**config.mk**
```make
export PLATFORM = sky130hd
export DESIGN_NAME = tgt_evreq
export DESIGN_NICKNAME = d
export VERILOG_FILES = /design/src/rtl/evq_pkg.sv /design/src/rtl/evq_cond_sel.sv /design/src/rtl/evq_byte_form.sv /design/src/rtl/evq_fsm.sv /design/src/rtl/tgt_evreq.sv
export SDC_FILE = /design/constraint.sdc
export NUM_CORES = 1
export LEC_CHECK = 0
export ABC_CLOCK_PERIOD_IN_PS = 1650
export BUFFER_PORTS_ARGS = -buffer_cell sky130_fd_sc_hd__buf_2
export CAP_MARGIN = 20
export CELL_PAD_IN_SITES_DETAIL_PLACEMENT = 0
export CELL_PAD_IN_SITES_GLOBAL_PLACEMENT = 2
export CORE_ASPECT_RATIO = 2
export CORE_MARGIN = 2
export CORE_UTILIZATION = 25
export CTS_BUF_LIST = sky130_fd_sc_hd__clkbuf_4 sky130_fd_sc_hd__clkbuf_8
export CTS_CLUSTER_SIZE = 12
export DETAILED_ROUTE_END_ITERATION = 16
export GPL_TIMING_DRIVEN = 0
export HOLD_SLACK_MARGIN = 0.02
export PLACE_DENSITY_LB_ADDON = 0.3
export SLEW_MARGIN = 40
export SYNTH_ARGS = -nofsm -noshare
export SYNTH_HDL_FRONTEND = slang
export SYNTH_SLANG_ARGS = --single-unit
export TNS_END_PERCENT = 5
```
**constraint.sdc**
```tcl
create_clock -name clk -period 1.65 [get_ports clk]
set_clock_uncertainty 0.2 [all_clocks]
set_input_delay 0.165 -clock clk [delete_from_list [all_inputs] [get_ports clk]]
set_output_delay 0.165 -clock clk [all_outputs]
set_load 0.01 [all_outputs]
```
**src/rtl/evq_pkg.sv**
```systemverilog
package evq_pkg;

    typedef enum logic [1:0] {
        EV_NONE = 2'd0,
        EV_IBI  = 2'd1,
        EV_CTRL = 2'd2,
        EV_HJ   = 2'd3
    } ev_code_e;

    typedef enum logic [1:0] {
        PS_NONE    = 2'd0,
        PS_WAITING = 2'd1,
        PS_REFUSED = 2'd2,
        PS_ACKED   = 2'd3
    } ev_prog_e;

    typedef enum logic [2:0] {
        S_IDLE = 3'd0,
        S_WAIT = 3'd1,
        S_REQ  = 3'd2,
        S_DATA = 3'd3,
        S_DONE = 3'd4
    } ev_state_e;

endpackage

```
**src/rtl/evq_cond_sel.sv**
```systemverilog
module evq_cond_sel
    import evq_pkg::*;
(
    input  ev_code_e kind,
    input  logic     bus_avail,
    input  logic     bus_idle,
    output logic     cond_ok
);

    // Hot-join needs the longer idle window; the others need bus-available.
    always_comb begin
        unique case (kind)
            EV_HJ:           cond_ok = bus_idle;
            EV_IBI, EV_CTRL: cond_ok = bus_avail;
            default:         cond_ok = 1'b0;
        endcase
    end

endmodule

```
**src/rtl/evq_byte_form.sv**
```systemverilog
module evq_byte_form
    import evq_pkg::*;
#(
    parameter int DATA_W = 8
) (
    input  ev_code_e            kind,
    input  logic                time_ctrl_en,
    input  logic                has_byte_in,
    input  logic [DATA_W-1:0]   raw_byte,
    output logic [DATA_W-1:0]   formed_byte,
    output logic                has_byte_out
);

    localparam int MARK = DATA_W - 1;

    logic is_irq;
    assign is_irq = (kind == EV_IBI);

    // The top bit is forced to 1 only for an interrupt with time control on.
    always_comb begin
        formed_byte = raw_byte;
        if (is_irq && time_ctrl_en) begin
            formed_byte[MARK] = 1'b1;
        end
        has_byte_out = is_irq && has_byte_in;
    end

endmodule

```
**src/rtl/evq_fsm.sv**
```systemverilog
module evq_fsm
    import evq_pkg::*;
#(
    parameter int DATA_W = 8
) (
    input  logic              clk,
    input  logic              rst_n,
    input  logic              sw_wr,
    input  ev_code_e          sw_code,
    input  logic [DATA_W-1:0] new_byte,
    input  logic              new_has_byte,
    input  logic              cond_ok,
    input  logic              eng_ack,
    input  logic              eng_nack,
    input  logic              eng_byte_done,
    output ev_code_e          code_q,
    output logic [DATA_W-1:0] byte_q,
    output logic              has_q,
    output ev_prog_e          status,
    output logic              req,
    output logic              done
);

    ev_state_e state, nxt;
    logic      refused_q;
    logic      started_q;
    logic      last_ok_q;
    logic      wr_new;
    logic      wr_cancel;

    assign wr_new    = sw_wr && (sw_code != EV_NONE);
    assign wr_cancel = sw_wr && (sw_code == EV_NONE) && !started_q;

    // State register
    always_ff @(posedge clk) begin
        if (!rst_n) begin
            state <= S_IDLE;
        end else begin
            state <= nxt;
        end
    end

    // Next-state logic
    always_comb begin
        nxt = state;
        unique case (state)
            S_IDLE: if (wr_new) nxt = S_WAIT;
            S_WAIT: begin
                if (wr_cancel)    nxt = S_IDLE;
                else if (cond_ok) nxt = S_REQ;
            end
            S_REQ: begin
                if (eng_ack)       nxt = has_q ? S_DATA : S_DONE;
                else if (eng_nack) nxt = S_WAIT;
            end
            S_DATA: if (eng_byte_done) nxt = S_DONE;
            S_DONE: nxt = S_IDLE;
            default: nxt = S_IDLE;
        endcase
    end

    // Event context held alongside the state
    always_ff @(posedge clk) begin
        if (!rst_n) begin
            code_q    <= EV_NONE;
            byte_q    <= '0;
            has_q     <= 1'b0;
            refused_q <= 1'b0;
            started_q <= 1'b0;
            last_ok_q <= 1'b0;
        end else begin
            if (state == S_IDLE && wr_new) begin
                code_q    <= sw_code;
                byte_q    <= new_byte;
                has_q     <= new_has_byte;
                refused_q <= 1'b0;
                started_q <= 1'b0;
                last_ok_q <= 1'b0;
            end
            if (state == S_WAIT && wr_cancel) begin
                code_q <= EV_NONE;
            end
            if (state == S_WAIT && nxt == S_REQ) begin
                started_q <= 1'b1;
            end
            if (state == S_REQ && nxt == S_WAIT) begin
                refused_q <= 1'b1;
            end
            if (nxt == S_DONE && state != S_DONE) begin
                code_q    <= EV_NONE;
                last_ok_q <= 1'b1;
            end
        end
    end

    // Outputs decoded from the state
    always_comb begin
        req    = 1'b0;
        done   = 1'b0;
        status = PS_NONE;
        unique case (state)
            S_IDLE: status = last_ok_q ? PS_ACKED : PS_NONE;
            S_WAIT: status = refused_q ? PS_REFUSED : PS_WAITING;
            S_REQ: begin
                req    = 1'b1;
                status = refused_q ? PS_REFUSED : PS_WAITING;
            end
            S_DATA: status = PS_ACKED;
            S_DONE: begin
                done   = 1'b1;
                status = PS_ACKED;
            end
            default: status = PS_NONE;
        endcase
    end

endmodule

```
**src/rtl/tgt_evreq.sv**
```systemverilog
module tgt_evreq
    import evq_pkg::*;
#(
    parameter int DATA_W = 8
) (
    input  logic              clk,
    input  logic              rst_n,
    input  logic              sw_wr,
    input  logic [1:0]        sw_code,
    input  logic [DATA_W-1:0] sw_byte,
    input  logic              sw_has_byte,
    input  logic              time_ctrl_en,
    input  logic              bus_avail,
    input  logic              bus_idle,
    input  logic              eng_ack,
    input  logic              eng_nack,
    input  logic              eng_byte_done,
    output logic              eng_req,
    output logic [1:0]        eng_kind,
    output logic [DATA_W-1:0] eng_byte,
    output logic              eng_has_byte,
    output logic [1:0]        ev_code,
    output logic [1:0]        ev_status,
    output logic              ev_done
);

    ev_code_e          wr_code;
    ev_code_e          cur_code;
    ev_prog_e          prog;
    logic [DATA_W-1:0] formed_byte;
    logic              formed_has;
    logic              cond_ok;

    assign wr_code = ev_code_e'(sw_code);

    evq_byte_form #(.DATA_W(DATA_W)) u_form (
        .kind         (wr_code),
        .time_ctrl_en (time_ctrl_en),
        .has_byte_in  (sw_has_byte),
        .raw_byte     (sw_byte),
        .formed_byte  (formed_byte),
        .has_byte_out (formed_has)
    );

    evq_cond_sel u_cond (
        .kind      (cur_code),
        .bus_avail (bus_avail),
        .bus_idle  (bus_idle),
        .cond_ok   (cond_ok)
    );

    evq_fsm #(.DATA_W(DATA_W)) u_fsm (
        .clk           (clk),
        .rst_n         (rst_n),
        .sw_wr         (sw_wr),
        .sw_code       (wr_code),
        .new_byte      (formed_byte),
        .new_has_byte  (formed_has),
        .cond_ok       (cond_ok),
        .eng_ack       (eng_ack),
        .eng_nack      (eng_nack),
        .eng_byte_done (eng_byte_done),
        .code_q        (cur_code),
        .byte_q        (eng_byte),
        .has_q         (eng_has_byte),
        .status        (prog),
        .req           (eng_req),
        .done          (ev_done)
    );

    assign eng_kind  = cur_code;
    assign ev_code   = cur_code;
    assign ev_status = prog;

endmodule

```
# Yosys cells after proc, flatten, opt, wreduce, memory -nomap -nowiden
# Cells that the tools add are included.
dict set report word_totals {
  output_inout_bits 17
  rom_bits 0
  ramBits 0
  input_bits 20
  n_memories 0
  word_cells 60
  latchBits 0
  ff_bits 17
}
dict set report classes {
  n_shift 0
  magnitude_cmp 0
  n_mul 0
  bitwise_logic 1
  div_mod_pow 0
  add_sub_neg 0
  n_eq_ne 12
  n_reduce_logical 21
  muxes 19
}
# operator count
set op_table {}
lappend op_table {{3-bit two-way mux} 7}
lappend op_table {{3-bit one-hot mux with 4 select lines} 1}
lappend op_table {{1-bit logical AND} 10}
lappend op_table {{3-bit by 2-bit == test with 1-bit output (second input constant)} 3}
lappend op_table {{2-bit nonzero test} 4}
lappend op_table {{1-bit two-way mux} 7}
lappend op_table {{3-bit by 1-bit == test with 1-bit output (second input constant)} 2}
lappend op_table {{3-bit == test (second input constant)} 2}
lappend op_table {{2-bit one-hot mux with 3 select lines} 1}
lappend op_table {{2-bit OR reduction} 3}
lappend op_table {{2-bit by 1-bit == test with 1-bit output (second input constant)} 2}
lappend op_table {{2-bit == test (second input constant)} 2}
lappend op_table {{2-bit two-way mux} 2}
lappend op_table {{3-bit logical NOT} 1}
lappend op_table {{3-bit inequality test (second input constant)} 1}
lappend op_table {{3-bit OR reduction} 1}
lappend op_table {{2-bit logical NOT} 1}
lappend op_table {{1-bit one-hot mux with 2 select lines} 1}
lappend op_table {{1-bit logical NOT} 1}
lappend op_table {{1-bit inverter} 1}

# Depth between registers and ports, before layout
dict set report logic_depth {
  ltp_word 9
  depth_mapped 5
  depth_no_buf 5
}

# By module
# A second synthesis with hierarchy kept.
dict set report hier_totals {
  hier_cells 120
  area_unflattened_um2 994.7
}
# module seq_area_each_um2 instances cells_per_inst area_per_inst_um2
set by_module_without_submodules {}
lappend by_module_without_submodules {evq_fsm 340.3 1 102 863.3}
lappend by_module_without_submodules {evq_byte_form 0.0 1 10 72.6}
lappend by_module_without_submodules {evq_cond_sel 0.0 1 6 43.8}
lappend by_module_without_submodules {tgt_evreq 0.0 1 2 15.0}

# Worst setup path before layout
# Ideal clock, no wire load.
dict set report synth_timing {
  kind {reg2reg}
  start {register u_fsm.code_q[0]}
  end {register u_fsm.state[1]}
  arrival_time_ns 1.286
  t_required_ns 1.330
  synth_period_minus_slack_ns 1.605
  n_path_buf 0
  slack_ns 0.045
  stages_incl_launch_ff 6
  setup_time_ns 0.120
  cell_sequence {dfxtp_1 -> inv_1 -> ha_1 -> a22oi_4 -> nor4b_4 -> o31a_1}
}
dict set report synth_via {
  elab_chain_cells 6
  elab_cells_between_ends 8
  classes_between {eq/ne: 3; mux: 4; reduce/logical: 1}
}
# item line_no
set synth_rtl {}
lappend synth_rtl {{from (decl)} evq_fsm.sv:16} ;# output ev_code_e code_q,
lappend synth_rtl {{from (signal assigned)} evq_fsm.sv:73} ;# code_q <= sw_code;
lappend synth_rtl {{2-bit by 1-bit == test with 1-bit output or 2-bit == test (tied branches)} evq_cond_sel.sv:12} ;# unique case (kind)
lappend synth_rtl {{2-bit OR reduction} evq_cond_sel.sv:12}
lappend synth_rtl {{1-bit one-hot mux with 2 select lines *} evq_cond_sel.sv:12}
lappend synth_rtl {{3-bit two-way mux *} evq_fsm.sv:50} ;# else if (cond_ok) nxt = S_REQ;
lappend synth_rtl {{3-bit two-way mux *} evq_fsm.sv:49} ;# if (wr_cancel) nxt = S_IDLE;
lappend synth_rtl {{3-bit one-hot mux with 4 select lines *} evq_fsm.sv:46} ;# unique case (state)
lappend synth_rtl {{to (signal assigned)} evq_fsm.sv:39} ;# state <= nxt;
lappend synth_rtl {{to (decl)} evq_fsm.sv:24} ;# ev_state_e state, nxt;
# Every way passes the cells marked *; elsewhere a longest branch is shown, timed or not.
# A chain may end at the register's enable or synchronous reset.

# Worst setup path in the final report
dict set report layout_timing {
  start {register u_fsm.state[0]}
  end {output port ev_status[1]}
}
dict set report layout_via {
  elab_chain_cells 3
  elab_cells_between_ends 8
  classes_between {eq/ne: 4; mux: 1; reduce/logical: 3}
}
# item line_no
set layout_rtl {}
lappend layout_rtl {{3-bit by 2-bit == test with 1-bit output, or another cell as far along} evq_fsm.sv:101} ;# unique case (state)
lappend layout_rtl {{2-bit OR reduction (no source line)} -}
lappend layout_rtl {{2-bit one-hot mux with 3 select lines *} evq_fsm.sv:101}
lappend layout_rtl {{to (decl)} tgt_evreq.sv:23} ;# output logic [1:0] ev_status,
# Marked as above.

==> out/results.tsv <==
stage	metric	value	unit
detailed_routing	viasPerCell	4.77	
sta	fin_crit	1730	ps
sta	finalCritPeriodShare	105	%
synth	synth_xor_area_share	0.910	%
clock_tree	cts_sinks	17	
synth	syn-instance-count	108	
setup_path	end_kind	primary output	
synth	synth_warnings	0	
layout	num_antenna_cells	0	
detailed_routing	drt_iter0_drc	4	
grt	grt_max_degree	12	
floorplanning	coreArea	3650	um2
synth	synth.top_cell.area_share	35.4	%
pwr	max-vdd-ir-drop	0.000463	V
pwr	finalPower	1050	uW
grt	antenna_found_initial	0	
detailed_routing	wl_per_cell	13.6	um
synth	avgSynthCellArea	8.91	um2
floorplanning	io_pins	37	
floorplanning	die_h	91.7	um
placement	io_buffers	36	
sta	worstMarginPinSlew	754	ps
placement	gp_congestion	0.745	
detailed_routing	num_vias	993	
detailed_routing	drc	0	
sta	hold_slack	20.4	ps
placement	placed_area	1200	um2
sta	setup_viol	4	
setup_path	arrival	1370	ps
grt	grt.overflow.total	0	
clock_tree	clockBufferDepth	2	
sta	setup_slack	-81.6	ps
floorplanning	die_x	47.9	um
layout	drive_above_1_share	42.1	%
setup_path	r2r_cells	5	
sta	hold_violations	0	
clock_tree	root_buffer	clkbuf_8	
sta	maxSlewViolCount	0	
floorplanning	row_count	31	
synth	synth_area	962	um2
setup_path	cp.required	1280	ps
layout	area_growth	47.1	%
clock_tree	tritoncts	done	
floorplanning	die_area	4390	um2
detailed_routing	final_antenna_net_count	0	
grt	grt_pass1_vias	972	
detailed_routing	routed_wl	2830	um
status	violations	setup timing	
sta	slew_headroom	49.6	%
placement	dp_hpwl	2090	um
grt	grt_usage	13.3	%
detailed_routing	firstDrtPassIters	2	
sta	grt_setup_unrepaired	true	
sta	fmax	578	MHz
job	maxCapViolations	0	
hold_path	hold_class	in2reg	
setup_path	crit_path_max_fanout	4	
layout	layout.nets	182	
layout	final_area	1420	um2
synth	yosys-top-cells-area	dfxtp_1 35%, a21oi_1 5.2%, nor4b_4 4.9%	
synth	synth_top_family_by_area	compound AO/OA/AOI/OAI gates	
placement	post-place-ws	-46.7	ps
layout	final_util	38.8	%
synth	synth_fa_ha_area_share	2.60	%
floorplanning	start_util	26.4	%
synth	synthSimpleGateAreaFrac	25.2	%
synth	ys_ff_latch	17	
clock_tree	path_clk_slew	70	ps
synth	yosysSeqAreaShare	35.4	%
grt	grt_pass1_wl	4260	um
synth	synth_area_leader_cell	dfxtp_1	
synth	syn_nets	130	
clock_tree	cts_made_buffers	3	
pwr	p_per_area	744	nW/um2
setup_path	worstSetupStartpointType	register	
status	outcome	finished with violations	
hold_path	hold_depth	3	
synth	synth-compound-area-share	26.7	%
pwr	p_leak	0.000625	uW
synth	synthMuxAreaShare	1.04	%
clock_tree	clk_latency	250	ps
setup_path	path_class	reg2out	
synth	yosysUniqueCellTypes	37	
clock_tree	htree_levels	1	
## per-stage QoR
step / TNS, ps / std cells
after CTS: -241 / 206
after detailed placement: -216 / 193
after global placement: -189 / 193
after floorplan: 0 / 108
after global routing: -669 / 208
final: -167 / 208
## worst paths after layout
check	endpoint	slack (ps)	start
min reg2reg	u_fsm.byte_q[1]$_SDFFE_PN0P_	280	u_fsm.byte_q[1]$_SDFFE_PN0P_
max reg2reg	u_fsm.byte_q[6]$_SDFFE_PN0P_	0	u_fsm.state[2]$_SDFF_PN0_
max	ev_status[1]	-80	u_fsm.state[0]$_SDFF_PN0_
min	u_fsm.code_q[1]$_SDFFE_PP0P_	20	sw_code[1]
## cell usage in the layout, fill, tap and decap left out, types with 3 or more instances in the layout
cell type / Yosys / final
dlygate4sd3_1: 0 / 8
buf_2: 3 / 36
nand2_1: 5 / 5
dfxtp_1: 17 / 13
nor2b_1: 3 / 3
dfxtp_2: 0 / 3
nand3_1: 9 / 9
inv_1: 6 / 6
buf_4: 2 / 6
a21oi_1: 10 / 9
buf_6: 2 / 4
o21ai_1: 9 / 7
clkbuf_8: 0 / 3
nor2_1: 4 / 3
## logic make-up after synthesis
logic type,after synthesis
AOI/OAI and AO/OA,38
xor gates and xnor gates,1
adders and majority gates,2
buffers and inverters,14
DFF,17
muxes,1
and+or+nand+nor,35
## report_power, final
part,switching (uW),internal [uW]
logic,138,142
registers,17.3,434
clock network,153,170
## what timing repair did
action | 4_1_cts | 5_1_grt
hold endpoints to repair | 9 | 0
pin swaps | 1 | 1
gates cloned | 0 | 0
endpoints found under the setup margin | 15 | 16
hold buffers | 8 | 0
gates resized for setup | 14 | 4
buffers inserted | 2 | 2
## Yosys cell counts
library cell / number
a2111oi_0: 1
a211oi_1: 2
a21boi_0: 1
a21boi_1: 3
a21o_1: 2
a21o_2: 1
a21oi_1: 10
a22oi_4: 1
a311oi_1: 1
a31oi_1: 2
and2_1: 2
buf_2: 3
buf_4: 2
buf_6: 2
clkbuf_1: 1
dfxtp_1: 17
ha_1: 2
inv_1: 6
mux2i_1: 1
nand2_1: 5
nand2b_1: 1
nand3_1: 9
nand3b_1: 1
nand4b_1: 1
nor2_1: 4
nor2b_1: 3
nor3b_1: 2
nor4b_4: 2
o2111ai_1: 2
o21a_1: 2
o21ai_1: 9
o31a_1: 1
or2_1: 1
or3b_1: 2
or4b_1: 1
or4b_4: 1
xor2_1: 1
## cell type report
cell class	count	area (um2)
plain buffers	7	63.8
clock buffers	3	41.3
clock inverters	1	7.51
fillers	422	2230
inverters	6	22.5
multi-input cells	77	581
flip-flops and latches	17	348
well taps	49	61.3
repair buffers	48	290
## routing by layer
metal	global-route usage, %	wire length, um	vias up
met5	0	0	-
li1	-	-	492
met4	7.66	97	0
met3	1.77	127	10
met2	22.8	1550	29
met1	14.2	1050	462
## registers in the layout, summed over array words and instances, names as in the netlist
signal	count
u_fsm.byte_q	8
u_fsm.code_q	2
u_fsm.has_q	1
u_fsm.last_ok_q	1
u_fsm.refused_q	1
u_fsm.started_q	1
u_fsm.state	3
## worst max-delay path, cell delays in order, from the launching register on
cell and delay (ps):
dfxtp_4 360, buf_6 130, nor2_4 90, mux2i_2 220, a21boi_2 180, buf_2 140
(Power assumes the default switching activity.)
